### src/rtl/syncsw_pkg.sv
package syncsw_pkg;

  typedef enum logic {
    SRC_INT = 1'b0,
    SRC_EXT = 1'b1
  } src_e;

  // Bits needed to hold the values 0 .. n-1.
  function automatic int unsigned cnt_bits(input int unsigned n);
    return (n < 2) ? 1 : $clog2(n);
  endfunction

endpackage

### src/rtl/syncsw_edge.sv
module syncsw_edge #(
  parameter int unsigned STAGES = 2
) (
  input  logic clk,
  input  logic rst_n,
  input  logic pin,
  output logic rise
);
  logic [STAGES-1:0] sr;
  logic              last;

  generate
    if (STAGES == 1) begin : g_single
      always_ff @(posedge clk) begin
        if (!rst_n) sr <= '0;
        else        sr <= pin;
      end
    end else begin : g_chain
      always_ff @(posedge clk) begin
        if (!rst_n) sr <= '0;
        else        sr <= {sr[STAGES-2:0], pin};
      end
    end
  endgenerate

  always_ff @(posedge clk) begin
    if (!rst_n) last <= 1'b0;
    else        last <= sr[STAGES-1];
  end

  assign rise = sr[STAGES-1] & ~last;
endmodule

### src/rtl/syncsw_osc.sv
module syncsw_osc
  import syncsw_pkg::*;
#(
  parameter int unsigned PERIOD = 16
) (
  input  logic clk,
  input  logic rst_n,
  input  logic run,
  output logic tick
);
  localparam int unsigned W = cnt_bits(PERIOD);
  localparam logic [W-1:0] LAST = W'(PERIOD - 1);

  logic [W-1:0] cnt;

  always_ff @(posedge clk) begin
    if (!rst_n || !run) cnt <= '0;
    else if (cnt == LAST) cnt <= '0;
    else                  cnt <= cnt + 1'b1;
  end

  assign tick = run && (cnt == LAST);
endmodule

### src/rtl/syncsw_watch.sv
module syncsw_watch
  import syncsw_pkg::*;
#(
  parameter int unsigned LIMIT = 32
) (
  input  logic clk,
  input  logic rst_n,
  input  logic arm,
  input  logic kick,
  output logic expire
);
  localparam int unsigned W = cnt_bits(LIMIT);
  localparam logic [W-1:0] LAST = W'(LIMIT - 1);

  logic [W-1:0] cnt;

  always_ff @(posedge clk) begin
    if (!rst_n || !arm || kick) cnt <= '0;
    else if (cnt != LAST)       cnt <= cnt + 1'b1;
  end

  assign expire = arm && !kick && (cnt == LAST);
endmodule

### src/rtl/cyc_start_sel.sv
module cyc_start_sel
  import syncsw_pkg::*;
#(
  parameter int unsigned INT_PERIOD  = 16,
  parameter int unsigned SYNC_STAGES = 2
) (
  input  logic clk,
  input  logic rst_n,
  input  logic sync_async,
  input  logic ss_active,
  output logic cyc_start,
  output logic ext_active,
  output logic sync_lost
);
  localparam int unsigned TIMEOUT = 2 * INT_PERIOD;

  src_e src_q, src_d;
  logic rise, edge_ok, tick, expire;

  syncsw_edge #(.STAGES(SYNC_STAGES)) u_edge (
    .clk  (clk),
    .rst_n(rst_n),
    .pin  (sync_async),
    .rise (rise)
  );

  assign edge_ok = rise & ~ss_active;

  // The divider is held at zero while external timing is in use.
  syncsw_osc #(.PERIOD(INT_PERIOD)) u_osc (
    .clk  (clk),
    .rst_n(rst_n),
    .run  (src_q == SRC_INT),
    .tick (tick)
  );

  syncsw_watch #(.LIMIT(TIMEOUT)) u_watch (
    .clk   (clk),
    .rst_n (rst_n),
    .arm   ((src_q == SRC_EXT) && !ss_active),
    .kick  (edge_ok),
    .expire(expire)
  );

  always_comb begin
    src_d = src_q;
    if (ss_active)    src_d = SRC_INT;
    else if (edge_ok) src_d = SRC_EXT;
    else if (expire)  src_d = SRC_INT;
  end

  always_ff @(posedge clk) begin
    if (!rst_n) begin
      src_q     <= SRC_INT;
      cyc_start <= 1'b0;
      sync_lost <= 1'b0;
    end else begin
      src_q     <= src_d;
      cyc_start <= edge_ok | ((src_q == SRC_INT) & tick);
      sync_lost <= expire;
    end
  end

  assign ext_active = (src_q == SRC_EXT);
endmodule

### config.mk
export PLATFORM = sky130hd
export DESIGN_NAME = cyc_start_sel
export DESIGN_NICKNAME = d
export VERILOG_FILES = /design/src/rtl/syncsw_pkg.sv /design/src/rtl/syncsw_edge.sv /design/src/rtl/syncsw_osc.sv /design/src/rtl/syncsw_watch.sv /design/src/rtl/cyc_start_sel.sv
export SDC_FILE = /design/constraint.sdc
export NUM_CORES = 1
export LEC_CHECK = 0
export BUFFER_PORTS_ARGS = -buffer_cell sky130_fd_sc_hd__buf_4
export CAP_MARGIN = 10
export CORE_AREA = 2 2 39 41
export DETAILED_ROUTE_END_ITERATION = 6
export DIE_AREA = 0 0 41 43
export PLACE_DENSITY = 0.62
export SYNTH_ARGS = -nofsm -noshare
export SYNTH_HDL_FRONTEND = slang
export SYNTH_SLANG_ARGS = --single-unit
### constraint.sdc
create_clock -name clk -period 3.6 [get_ports clk]
set_input_delay 0.54 -clock clk [delete_from_list [all_inputs] [get_ports clk]]
set_output_delay 0.54 -clock clk [all_outputs]
set_load 0.01 [all_outputs]
==> results.txt, run 1 <==
- Dividing the detail-routed wire length by the instance count gives just under 10 um.
* Worst setup EP type: flop
* Cell area after synthesis: approximately 580 um^2
- Worst reg-to-reg setup slack: 2040 ps
* Mapped Avg Cell Area: 10.7 um^2
- Buffers placed on the I/O ports in this run total 6.
- Sequential area share after synthesis: 52.1%
- Counting instances, the worst hold path has a depth of 1.
- For this run, the detailed router's first-pass iteration total came to 1.
- For the worst setup path, the data arrival time is between 1500 and 2000 ps.
- Once placement completed, the tool counted placed cells totaling 75.
- The wire-length estimate of the detail-placed layout is between 500 and 600 um.
- Synthesis produced between 50 and 60 cells.
- Outcome: finished, final reports clean
* Fin. Hold Viols: 0
* Gr ovfl total: 0
- Critical register-to-register path startpoint: u_watch.cnt[0]
* # Max-Cap Violations: 0
* Max Root-Sink Buffers: 2
- TNS Setup: 0 ps
- Leakage power of the design: about 0.3 nW
- Count of instances resized after the clock tree is built: 0
* Crit-path leading delay family: adder cells
- The startpoint identified for the worst hold timing path is u_edge.sr[0].
* Worst setup path startpoint: u_watch.cnt[0]
- Wires add up to 773 um.
- Transition time at the pin with the least slew margin: 264 ps
- Routed Antenna Nets: 0
* Total power per unit cell area: 425 mW/mm^2
* Rel. slew slack: between 80% and 90%
- In the routed layout, each cell is associated on average with a via count of ~4.5.
- Setup repair after global routing missed its margin: no
- TritonCTS built the clock tree.
- Peak VDD IR: about 0.3 mV
- Place WS: about 2100 ps
* Clock sink count: 15
- CTS Buf Count: 3
- Worst Hold Path EP: u_edge.sr[1]
- Once the floorplan was initialized, standard cells occupied between 40% and 50% of the core.
* Upper clock frequency limit: 643 MHz
- The path class of the tightest hold or removal check is reg -> reg.
- On the final layout, the worst hold slack is about 440 ps.
* Antenna diode instance count: 0
- Total Nets Final: 71
* Final routed DRC violation total: 0
- Setup violations remaining at the end of the flow were counted as 0.
* Reg2reg end: u_watch.cnt[3]
- Number of nets in the synthesized netlist: 61
- CP Data Required Time: approximately 3800 ps
- Slowest cell on crit path: sky130_fd_sc_hd__dfxtp_1
- The floorplan step defined a die boundary enclosing about 0.0018 mm^2.
- Kind of launch point of the worst setup path: flop
* Post-CTS Setup Bufs: 0
- In this run the horizontal extent of the chip is around 41 um.
- Tcrit/Tclk final: a little over two fifths
- Once layout is complete, the utilization of the core stands at between 40% and 50%.
* Global routing usage summed across all routing layers: between 10% and 20%
* CP most frequent cell: sky130_fd_sc_hd__ha_1
- Die Y: 43 um
* Commonest cells after routing, fill and taps aside: 15 x sky130_fd_sc_hd__dfxtp_1, 9 x sky130_fd_sc_hd__nor2_1, 6 x sky130_fd_sc_hd__buf_4
- In the final layout, the share of cells above drive strength 1 is between 15 and 20%.
* Clk Latency, worst-skew pair: approximately 270 ps
- H-Tree Level Count: 1
* Unique masters post-synth: 20
- After clock tree synthesis, the clock-pin slew on the worst setup and hold paths is 80 ps.
- Slack of the critical path: 2040 ps
- Antenna violations before repair: 0
- The congestion estimate from routability-driven global placement came to ~0.7.
- DRT iter0 DRCs: 0
- The worst register-to-register path has a depth of 6.
- The critical path is of the reg -> reg type.
- The initialized floorplan defines 14 standard-cell rows.
- Maximum single-stage delay on the critical path: about 420 ps
- The number of slew-limit violations in the final report came to 0.
- Crit path buffers/inverters: 0
- FF+latch count, synth: 15
- Total via count in the routed design: about 350
- IO Pins: 7
- Core Box Area: 0.00138 mm^2
- The routed design could run at a clock period as short as approximately 1600 ps.
- Largest fanout of any net on the critical path: 6
- Largest net degree at the start of global routing: 9
- The first global-routing pass estimated ~1300 um of wire.
- Leaving out fill and tap cells, the most frequent cell in the layout is sky130_fd_sc_hd__dfxtp_1.
- Buffers inserted to repair hold after CTS numbered 0.
* Syn-to-layout area delta: 13.9%
- Cell Count, Final, Fillers Out: 79
- Walking the worst path, the cells encountered are ha_1, and3_1, ha_1, nand4b_4, xor2_1, nor2_1.
- The number of global-route vias before repair came to 320.
- The clock arrives with between 2 and 3 ps of skew.
- CTS placed an instance of sky130_fd_sc_hd__clkbuf_4 at the clock tree root.
- During synthesis, Yosys emitted a total of 0 warnings.
state kept, by name, indices dropped and copies added, names as in the netlist:
register,cells
ext_active,1
u_watch.cnt,5
u_edge.last,1
u_osc.cnt,4
sync_lost,1
u_edge.sr,2
cyc_start,1
through the flow:
stage | area [um^2] | total power [mW]
after floorplan | 577 | 0.185
after global placement | 631 | 0.190
after detailed placement | 631 | 0.191
after CTS | 657 | 0.286
after global routing | 657 | 0.294
final | 657 | 0.279
routing by layer:
metal | wire (um) | global-route usage, %
met1 | 421 | 14.1
met5 | 0 | 0
met3 | 18 | 4.71
met4 | 31 | 14.0
met2 | 301 | 13.8
cells by family (layout without fill, tap and decap cells):
kind of cell	after synthesis	count (layout)	share of synthesized area, %
and+or+nand+nor	24	24	25.2
muxes	2	2	3.47
buffers and inverters	3	12	3.25
xor gates and xnor gates	5	5	7.59
DFF	15	15	52.1
AOI/OAI and AO/OA	2	2	1.95
adders and majority gates	3	3	6.51
layout make-up:
type | count | area [um^2]
fill | 134 | 727
timing repair buffer | 6 | 45.0
tap | 16 | 20.0
multi-input combinational | 36 | 258
sequential | 15 | 300
inverter | 2 | 7.51
clock buffer | 4 | 26.3
Yosys cell counts:
cell type	n	area [um^2]
sky130_fd_sc_hd__mux2i_1	2	20.0
sky130_fd_sc_hd__xor2_1	3	26.3
sky130_fd_sc_hd__and2_1	4	25.0
sky130_fd_sc_hd__nand3b_1	1	7.51
sky130_fd_sc_hd__nor2b_1	1	6.26
sky130_fd_sc_hd__buf_6	1	11.3
sky130_fd_sc_hd__and3_1	1	6.26
sky130_fd_sc_hd__nor3b_1	1	7.51
sky130_fd_sc_hd__ha_1	3	37.5
sky130_fd_sc_hd__xnor2_1	2	17.5
sky130_fd_sc_hd__inv_1	2	7.51
sky130_fd_sc_hd__nand4b_4	1	23.8
sky130_fd_sc_hd__nand2_1	1	3.75
sky130_fd_sc_hd__dfxtp_1	15	300
sky130_fd_sc_hd__nor2_1	9	33.8
sky130_fd_sc_hd__nand3_1	2	10.0
sky130_fd_sc_hd__nand2b_1	2	12.5
sky130_fd_sc_hd__nand4b_1	1	8.76
sky130_fd_sc_hd__o22ai_1	1	6.26
sky130_fd_sc_hd__a21oi_1	1	5.00
worst max path at each step:
stage	to	slack, ps	cells past startpoint
2_1_floorplan	u_watch.cnt[3]	2150	7
3_3_place_gp	u_watch.cnt[3]	2060	6
3_5_place_dp	u_watch.cnt[3]	2060	6
4_1_cts	u_watch.cnt[3]	2040	6
5_1_grt	u_watch.cnt[3]	1930	6
6_report	u_watch.cnt[3]	2040	6
power breakdown:
group / switching, mW / internal (mW) / total, mW
Clock: 0.0499 / 0.0429 / 0.0929
Combinational: 0.00543 / 0.00737 / 0.0128
Sequential: 0.00291 / 0.171 / 0.174
Total: 0.0582 / 0.221 / 0.279
Note: power is estimated with default switching activity, not from simulation.
==> inputs of run 2 (changes only) <==
--- a/config.mk
+++ b/config.mk
@@ -5,12 +5,13 @@
 export SDC_FILE = /design/constraint.sdc
 export NUM_CORES = 1
 export LEC_CHECK = 0
+export ABC_AREA = 1
 export BUFFER_PORTS_ARGS = -buffer_cell sky130_fd_sc_hd__buf_4
 export CAP_MARGIN = 10
 export CORE_AREA = 2 2 39 41
 export DETAILED_ROUTE_END_ITERATION = 6
 export DIE_AREA = 0 0 41 43
-export PLACE_DENSITY = 0.62
+export PLACE_DENSITY = 0.65
 export SYNTH_ARGS = -nofsm -noshare
 export SYNTH_HDL_FRONTEND = slang
 export SYNTH_SLANG_ARGS = --single-unit
==> constraint.sdc (replaced) <==
create_clock -name clk -period 1.4 [get_ports clk]
set_input_delay 0.21 -clock clk [delete_from_list [all_inputs] [get_ports clk]]
set_output_delay 0.21 -clock clk [all_outputs]
set_load 0.01 [all_outputs]
==> results.txt, run 2 <==
- The run finished with clean final reports.
- Worst clock skew: 2.99 ps (+0.448 ps)
* Unique masters post-synth: 16 (-20%)
* DRT iter0 DRCs: 6 (+6)
* Starting density of the core: 42.0% (+0.36 points)
- The H-tree depth is 1 (unchanged).
- TritonCTS clock tree: done
- Largest fanout of any net on the critical path: 5 (-1)
- The total global routing overflow came to 0 (unchanged).
* Leading cell types by count after synthesis: 15 x sky130_fd_sc_hd__dfxtp_1, 12 x sky130_fd_sc_hd__inv_1, 11 x sky130_fd_sc_hd__nand2_1, 11 x sky130_fd_sc_hd__nor2_1, 4 x sky130_fd_sc_hd__nand3_1
* Final GP Congestion: 0.651 (-5.9%)
- Via count of the first global-routing pass: 390 (+22%)
- Global routing usage summed across all routing layers: 13.2% (+1.3 points)
- Utilization after layout: 51.4% (+4.0 points)
- Total power per unit cell area: 1020 mW/mm^2 (+140%)
- Met1 WL: 476 um (+13%)
- CTS Buf Count: 3 (unchanged)
- The worst setup timing slack at the placement stage is -3.23 ps (-2060 ps).
* Main synth FF type: sky130_fd_sc_hd__dfxtp_1
- Sequential area share after synthesis: 51.6% (-0.45 points)
* Slowest cell on crit path: sky130_fd_sc_hd__dfxtp_2
- Max-slew violation count: 0 (unchanged)
- The maximum clock insertion buffer count came to 2 (unchanged).
- Critical register-to-register path startpoint: u_watch.cnt[0]
- The flip-flop count of the largest register after layout was 5 (unchanged).
* Number of nets in the synthesized netlist: 77 (+26%)
- The post-synthesis average cell area was 8.31 um^2 (-22%).
- The post-route minimum period came to 1340 ps (-218 ps).
- The die outline height is 43 um (unchanged).
- Count of yosys warnings during synthesis: 0 (unchanged)
- Setup repair after global routing left no endpoint under its margin.
- Syn-to-layout area delta: 22.4%
- Clock root buffer: sky130_fd_sc_hd__clkbuf_4
- The worst-skew pair later-pin latency is 280 ps (about the same).
- Antenna violations before repair: 0 (unchanged)
* Biggest area consumer among synthesized cells: sky130_fd_sc_hd__dfxtp_1
- Final HPWL from detailed placement: 661 um (+19%)
- Top reg by flops: u_watch.cnt
* Total Nets Final: 90 (+27%)
- The worst-case vdd ir drop was 0.604 mV (+100%).
- # Max-Cap Violations: 0 (unchanged)
- In this run the worst setup path begins at u_watch.cnt[0].
- The transition time at the pin with the least slew margin is 172 ps (-92.1 ps).
- Antenna diode instance count: 0 (unchanged)
- Series of cell instances along the critical path: ha_1, and3_4, ha_4, buf_4, xor2_1, nor2_1
* Launch point of the worst hold path: sync_async
- Async set-or-reset flop fraction in the synthesized netlist: 0% (unchanged)
- The number of register bits inferred by synthesis came to 15 (unchanged).
* Dominant cell by count in the synthesized netlist: sky130_fd_sc_hd__dfxtp_1
- The critical path is of the reg -> reg type.
* Post-CTS Setup Bufs: 0 (unchanged)
* Rel. slew slack: 88.5% (+6.2 points)
- The final wirelength came to 948 um (+23%).
- Maximum single-stage delay on the critical path: 340 ps (-80 ps)
- The length of routed met2 wiring was 426 um (+42%).
- Ranking of synthesized cells by area: sky130_fd_sc_hd__dfxtp_1 52%, sky130_fd_sc_hd__inv_1 7.7%, sky130_fd_sc_hd__nand2_1 7.1%
- Leading registers by flop count: u_watch.cnt (5), u_osc.cnt (4), u_edge.sr (2)
- The via density per instance is 4.60 (+3.0%).
* Die width: 41 um (unchanged)
* Global-route wire length before repair: 1500 um (+17%)
- Min-Delay Path Class: in -> reg
* Leakage power of the design: 0.332 nW (+7.8%)
- The area of the core is 0.00138 mm^2 (unchanged).
* Die footprint: 0.00176 mm^2 (unchanged)
- Number of setup violations in the final report: 0 (unchanged)
- Clock sink count: 15 (unchanged)
* Final routed DRC violation total: 0 (unchanged)
- IO Pins: 7 (unchanged)
* Data arrival time of the critical path: 1560 ps (-160 ps)
- Kind of launch point of the worst setup path: flop
* Ratio of cells with drive above 1 in the final layout: 25.6% (+9.7 points)
* IO Port Bufs: 6 (unchanged)
- Commonest cells after routing, fill and taps aside: 13 x sky130_fd_sc_hd__dfxtp_1, 11 x sky130_fd_sc_hd__inv_1, 11 x sky130_fd_sc_hd__nand2_1
* EDFF count, synth: 0 (unchanged)
* Routed Antenna Nets: 0 (unchanged)
* Mapped Cells: 70 (+30%)
- Signal routing reaches up to met4.
* CP Data Required Time: 1620 ps (-2140 ps)
- The worst setup slack after layout is 61.6 ps (-1980 ps).
- Total via count in the routed design: 451 (+28%)
- The floorplan row count came to 14 (unchanged).
- The fill cell total of the finished layout was 136 (+1.5%).
- In this design, the largest share of critical-path delay is due to adder cells.
- Most common cell after layout, fill and taps aside: sky130_fd_sc_hd__dfxtp_1
- The number of hold-slack violations in the final timing report came to 0 (unchanged).
- WL/cell: 9.67 um (-1.1%)
* Synth top area share: 51.6% (-0.45 points)
- Largest net degree at the start of global routing: 10 (+1)
* Cell area after synthesis: 582 um^2 (+0.87%)
- The met3 wire length is 35 um (+94%).
- STA classifies the critical path endpoint as a flop.
- The top achievable clock speed is 747 MHz (+16%).
- Tcrit/Tclk final: 95.6% (+52 points)
* Crit path buffers/inverters: 1 (+1)
- Clock Pin Slew Worst Setup and Hold Paths: 90 ps (about the same)
* Number of detailed-route iterations in the first pass: 2 (+1)
==> run 2: worst reg2reg max path: cells and delay by family, from the launching register on <==
| family | cells | cell delay, ps |
|---|---|---|
| fa+ha+maj | 2 | 370 |
| simple gates | 2 | 290 |
| buf+inv | 1 | 140 |
| flops | 1 | 340 |
| xor+xnor | 1 | 130 |
==> run 2: final timing paths <==
kind / to / cells past startpoint / slack, ps
setup / recovery: u_watch.cnt[0] / 6 / 60
hold reg to reg: u_edge.sr[1] / 2 / 420
hold / removal: u_edge.sr[0] / 3 / 110
setup reg to reg: u_watch.cnt[0] / 6 / 60
==> run 2: power breakdown <==
| part | total, mW | switching, mW | internal [mW] |
|---|---|---|---|
| clock | 0.244 | 0.138 | 0.106 |
| combinational | 0.0367 | 0.0186 | 0.0181 |
| sequential | 0.449 | 0.00966 | 0.439 |
==> run 2: kinds of logic after synthesis <==
kind of cell,Yosys count,share of synthesized area [%]
AO/OA/AOI/OAI,6,6.45
XOR/XNOR,3,4.52
adder cells (fa/ha/maj),3,6.45
buffers and inverters,13,8.39
flip-flops,15,51.6
AND/OR/NAND/NOR,30,22.6
==> run 2: layer usage <==
metal | vias to the layer above | track usage [%]
met1 | 201 | 16.2
li1 | 242 | -
met3 | 2 | 4.71
met2 | 6 | 17.8
met5 | - | 0
met4 | 0 | 10.0
==> run 2: per-stage QoR <==
step | setup TNS, ps | power, mW | instances | area [um^2] | hold WS (ps)
floorplan | 0 | 0.479 | 70 | 582 | 303
global placement | 0 | 0.494 | 94 | 662 | 395
detailed placement | -3.23 | 0.495 | 94 | 662 | 402
CTS | 0 | 0.743 | 98 | 692 | 105
global route | 0 | 0.764 | 98 | 712 | 123
finish | 0 | 0.730 | 98 | 712 | 107
==> run 2: final cells by class <==
| class | count | area, um^2 | area share (%) |
|---|---|---|---|
| flip-flops and latches | 15 | 303 | 42.5 |
| inverters | 13 | 48.8 | 6.85 |
| multi-input cells | 42 | 253 | 35.5 |
| repair buffers | 8 | 60.1 | 8.44 |
| well taps | 16 | 20.0 | 2.81 |
| clock buffers | 3 | 22.5 | 3.16 |
| clock inverters | 1 | 5.00 | 0.703 |
==> run 2: what timing repair did <==
| action | 4_1_cts | 5_1_grt |
|---|---|---|
| resized for setup | 1 | 8 |
| endpoints found under the setup margin | 2 | 5 |
| hold buffers | 0 | 0 |
==> inputs of run 3 (changes only) <==
--- a/config.mk
+++ b/config.mk
@@ -12,6 +12,7 @@
 export DETAILED_ROUTE_END_ITERATION = 6
 export DIE_AREA = 0 0 41 43
 export PLACE_DENSITY = 0.65
+export RECOVER_POWER = 50
 export SYNTH_ARGS = -nofsm -noshare
 export SYNTH_HDL_FRONTEND = slang
 export SYNTH_SLANG_ARGS = --single-unit
==> results.txt, run 3 (synthesis gave the netlist of run 2 again) <==
- The total I/O pin count came to 7 (unchanged).
* Number of flip-flops in the largest register: 5 (unchanged)
* Fin. Hold Viols: 0 (unchanged)
- Max-slew violation count: 0 (unchanged)
- The delay of the slowest critical-path stage came to 340 ps (about the same).
* Clk Latency, worst-skew pair: 280 ps (about the same)
- The clock-pin transition on the worst setup and hold timing paths came to 90 ps (about the same).
* TritonCTS clock tree: done
* IO Port Bufs: 6 (unchanged)
- The clock skew is 3.38 ps (+0.392 ps).
- WL/cell: 9.63 um (-0.42%)
* Worst setup path startpoint: u_watch.cnt[0]
* Clock root buffer: sky130_fd_sc_hd__clkbuf_4
- The remaining max-slew budget at the tightest pin came to 80.2% (-8.3 points).
- Hold slack final: 106 ps (-0.552 ps)
- The initial antenna violation count is 0 (unchanged).
* Place WS: -3.23 ps (unchanged)
- Crit-path leading delay family: adder cells
- Syn-to-layout area delta: 20.4%
* Total routed wirelength: 944 um (-0.42%)
- The slowest stage of the critical path belongs to the cell sky130_fd_sc_hd__dfxtp_2.
* Leakage power of the design: 0.320 nW (-3.7%)
- The final weighted congestion in routability-driven placement was 0.651 (unchanged).
* Upper clock frequency limit: 746 MHz (about the same)
- In the layout the commonest cells are 13 x sky130_fd_sc_hd__dfxtp_1, 11 x sky130_fd_sc_hd__inv_1, 11 x sky130_fd_sc_hd__nand2_1.
- Antenna diode instance count: 0 (unchanged)
- CTS Buf Count: 3 (unchanged)
* Largest net degree at the start of global routing: 10 (unchanged)
* Global routing usage summed across all routing layers: 13.2% (unchanged)
- Worst reg-to-reg setup slack: 60 ps (about the same)
- The number of optimization iterations in the first detailed-route pass is 4 (+2).
- Die footprint: 0.00176 mm^2 (unchanged)
* DRT iter0 DRCs: 6 (unchanged)
* Clock period minus worst slack: 1340 ps (+1.25 ps)
* Leading registers by flop count: u_watch.cnt (5), u_osc.cnt (4), u_edge.sr (2)
* Most common cell after layout, fill and taps aside: sky130_fd_sc_hd__dfxtp_1
- The die outline height came to 43 um (unchanged).
- The area of the core was 0.00138 mm^2 (unchanged).
- Number of setup violations in the final report: 0 (unchanged)
* Total via count in the routed design: 448 (-0.67%)
- Transition time at the pin with the least slew margin: 297 ps (+125 ps)
- The most critical setup path has its endpoint at u_watch.cnt[0].
- The global-route wire length before repair came to 1500 um (unchanged).
* Routed Antenna Nets: 0 (unchanged)
* Min-Delay Path Class: in -> reg
- Largest fanout of any net on the critical path: 5 (unchanged)
- The post-layout net count came to 90 (unchanged).
* Series of cell instances along the critical path: ha_1, and3_4, ha_4, buf_4, xor2_1, nor2_1
- The fill cell total of the finished layout came to 140 (+2.9%).
- H-Tree Level Count: 1 (unchanged)
- Number of rows in the core area: 14 (unchanged)
- The share of the clock period used by the worst path is 95.7% (about the same).
* Number of vias per cell after detailed routing: 4.57 (-0.67%)
- Setup repair after global routing left no endpoint under its margin.
- Total power per unit cell area: 1040 mW/mm^2 (+1.5%)
* Starting density of the core: 42.0% (unchanged)
- The number of clock sinks was 15 (unchanged).
- The worst-case vdd ir drop is 0.606 mV (+0.27%).
- The total stage count of the critical path is 6 (unchanged).
- # Max-Cap Violations: 0 (unchanged)
* Outcome: finished, final reports clean
- The critical path is of the reg -> reg type.
- The number of global-route vias before repair is 390 (unchanged).
- Ratio of cells with drive above 1 in the final layout: 22.0% (-3.7 points)
- The data required time at the worst endpoint came to 1620 ps (about the same).
- The total DRC errors in the routed layout came to 0 (unchanged).
- Utilization after layout: 50.6% (-0.81 points)
- The sum of buffers and inverters on the critical path is 1 (unchanged).
- CTS Hold Buffers Added: 0 (unchanged)
- The cell depth of the worst flop-to-flop path came to 6 (unchanged).
* Reg2reg end: u_watch.cnt[0]
- Max Root-Sink Buffers: 2 (unchanged)
- Data arrival time of the critical path: 1560 ps (about the same)
- Critical register-to-register path startpoint: u_watch.cnt[0]
- Die width: 41 um (unchanged)
* Gr ovfl total: 0 (unchanged)
- STA classifies the critical path endpoint as a flop.
- Final HPWL from detailed placement: 661 um (unchanged)
- The worst setup path is launched from a flop.
- Ranked by flip-flop count, first place goes to u_watch.cnt.
- Slack of the critical path: 60.4 ps (-1.25 ps)
-- run 3: cell types whose count changed in the layout (fill, tap and decap cells not counted) --
cell	delta
sky130_fd_sc_hd__buf_4	-3
sky130_fd_sc_hd__clkbuf_1	+3
-- run 3: what timing repair did --
item / 4_1_cts / 5_1_grt
setup endpoints to repair: 2 / 5
resized for setup: 1 / 8
buffers inserted: 0 / 0
-- run 3: cell type report --
cell class | count | area [um^2] | area share [%]
clock buffer | 3 | 22.5 | 3.21
timing repair buffer | 8 | 48.8 | 6.96
inverter | 13 | 48.8 | 6.96
sequential | 15 | 303 | 43.2
clock inverter | 1 | 5.00 | 0.714
multi-input combinational | 42 | 253 | 36.1
tap | 16 | 20.0 | 2.86
-- run 3: worst min path at each step --
| stage | depth (start not counted) | slack, ps | endpoint | startpoint |
|---|---|---|---|---|
| after detailed placement | 2 | 400 | u_edge.sr[1] | u_edge.sr[0] |
| final | 3 | 110 | u_edge.sr[0] | sync_async |
| after floorplan | 2 | 300 | u_edge.sr[0] | rst_n |
| after CTS | 3 | 100 | u_edge.sr[0] | sync_async |
| after global placement | 3 | 390 | u_edge.sr[0] | sync_async |
| after global routing | 3 | 120 | u_edge.sr[0] | sync_async |
-- run 3: power by group --
part	leakage, nW	internal (mW)	switching [mW]
Sequential	0.123	0.439	0.00952
Clock	0.0177	0.106	0.139
Combinational	0.179	0.0164	0.0185
Total	0.320	0.562	0.167
-- run 3: layer usage --
| layer | vias to the layer above | wire length, um | GRT usage, % |
|---|---|---|---|
| met1 | 198 | 477 | 16.2 |
| li1 | 242 | - | - |
| met5 | - | 0 | 0 |
| met2 | 6 | 421 | 17.8 |
| met3 | 2 | 35 | 4.71 |
| met4 | 0 | 9 | 10.0 |
-- run 3: worst reg2reg max path: stages (launching register included) --
cell                      delay, ps
sky130_fd_sc_hd__dfxtp_2        340
sky130_fd_sc_hd__ha_1           200
sky130_fd_sc_hd__and3_4         190
sky130_fd_sc_hd__ha_4           170
sky130_fd_sc_hd__buf_4          140
sky130_fd_sc_hd__xor2_1         130
sky130_fd_sc_hd__nor2_1         100
-- run 3: per-stage QoR --
step                power [mW]  TNS [ps]  instance area [um^2]  std cells
floorplan                0.479         0                   582         70
global placement         0.494         0                   662         94
detailed placement       0.495     -3.23                   662         94
CTS                      0.743         0                   692         98
global route             0.762         0                   701         98
finish                   0.729         0                   701         98
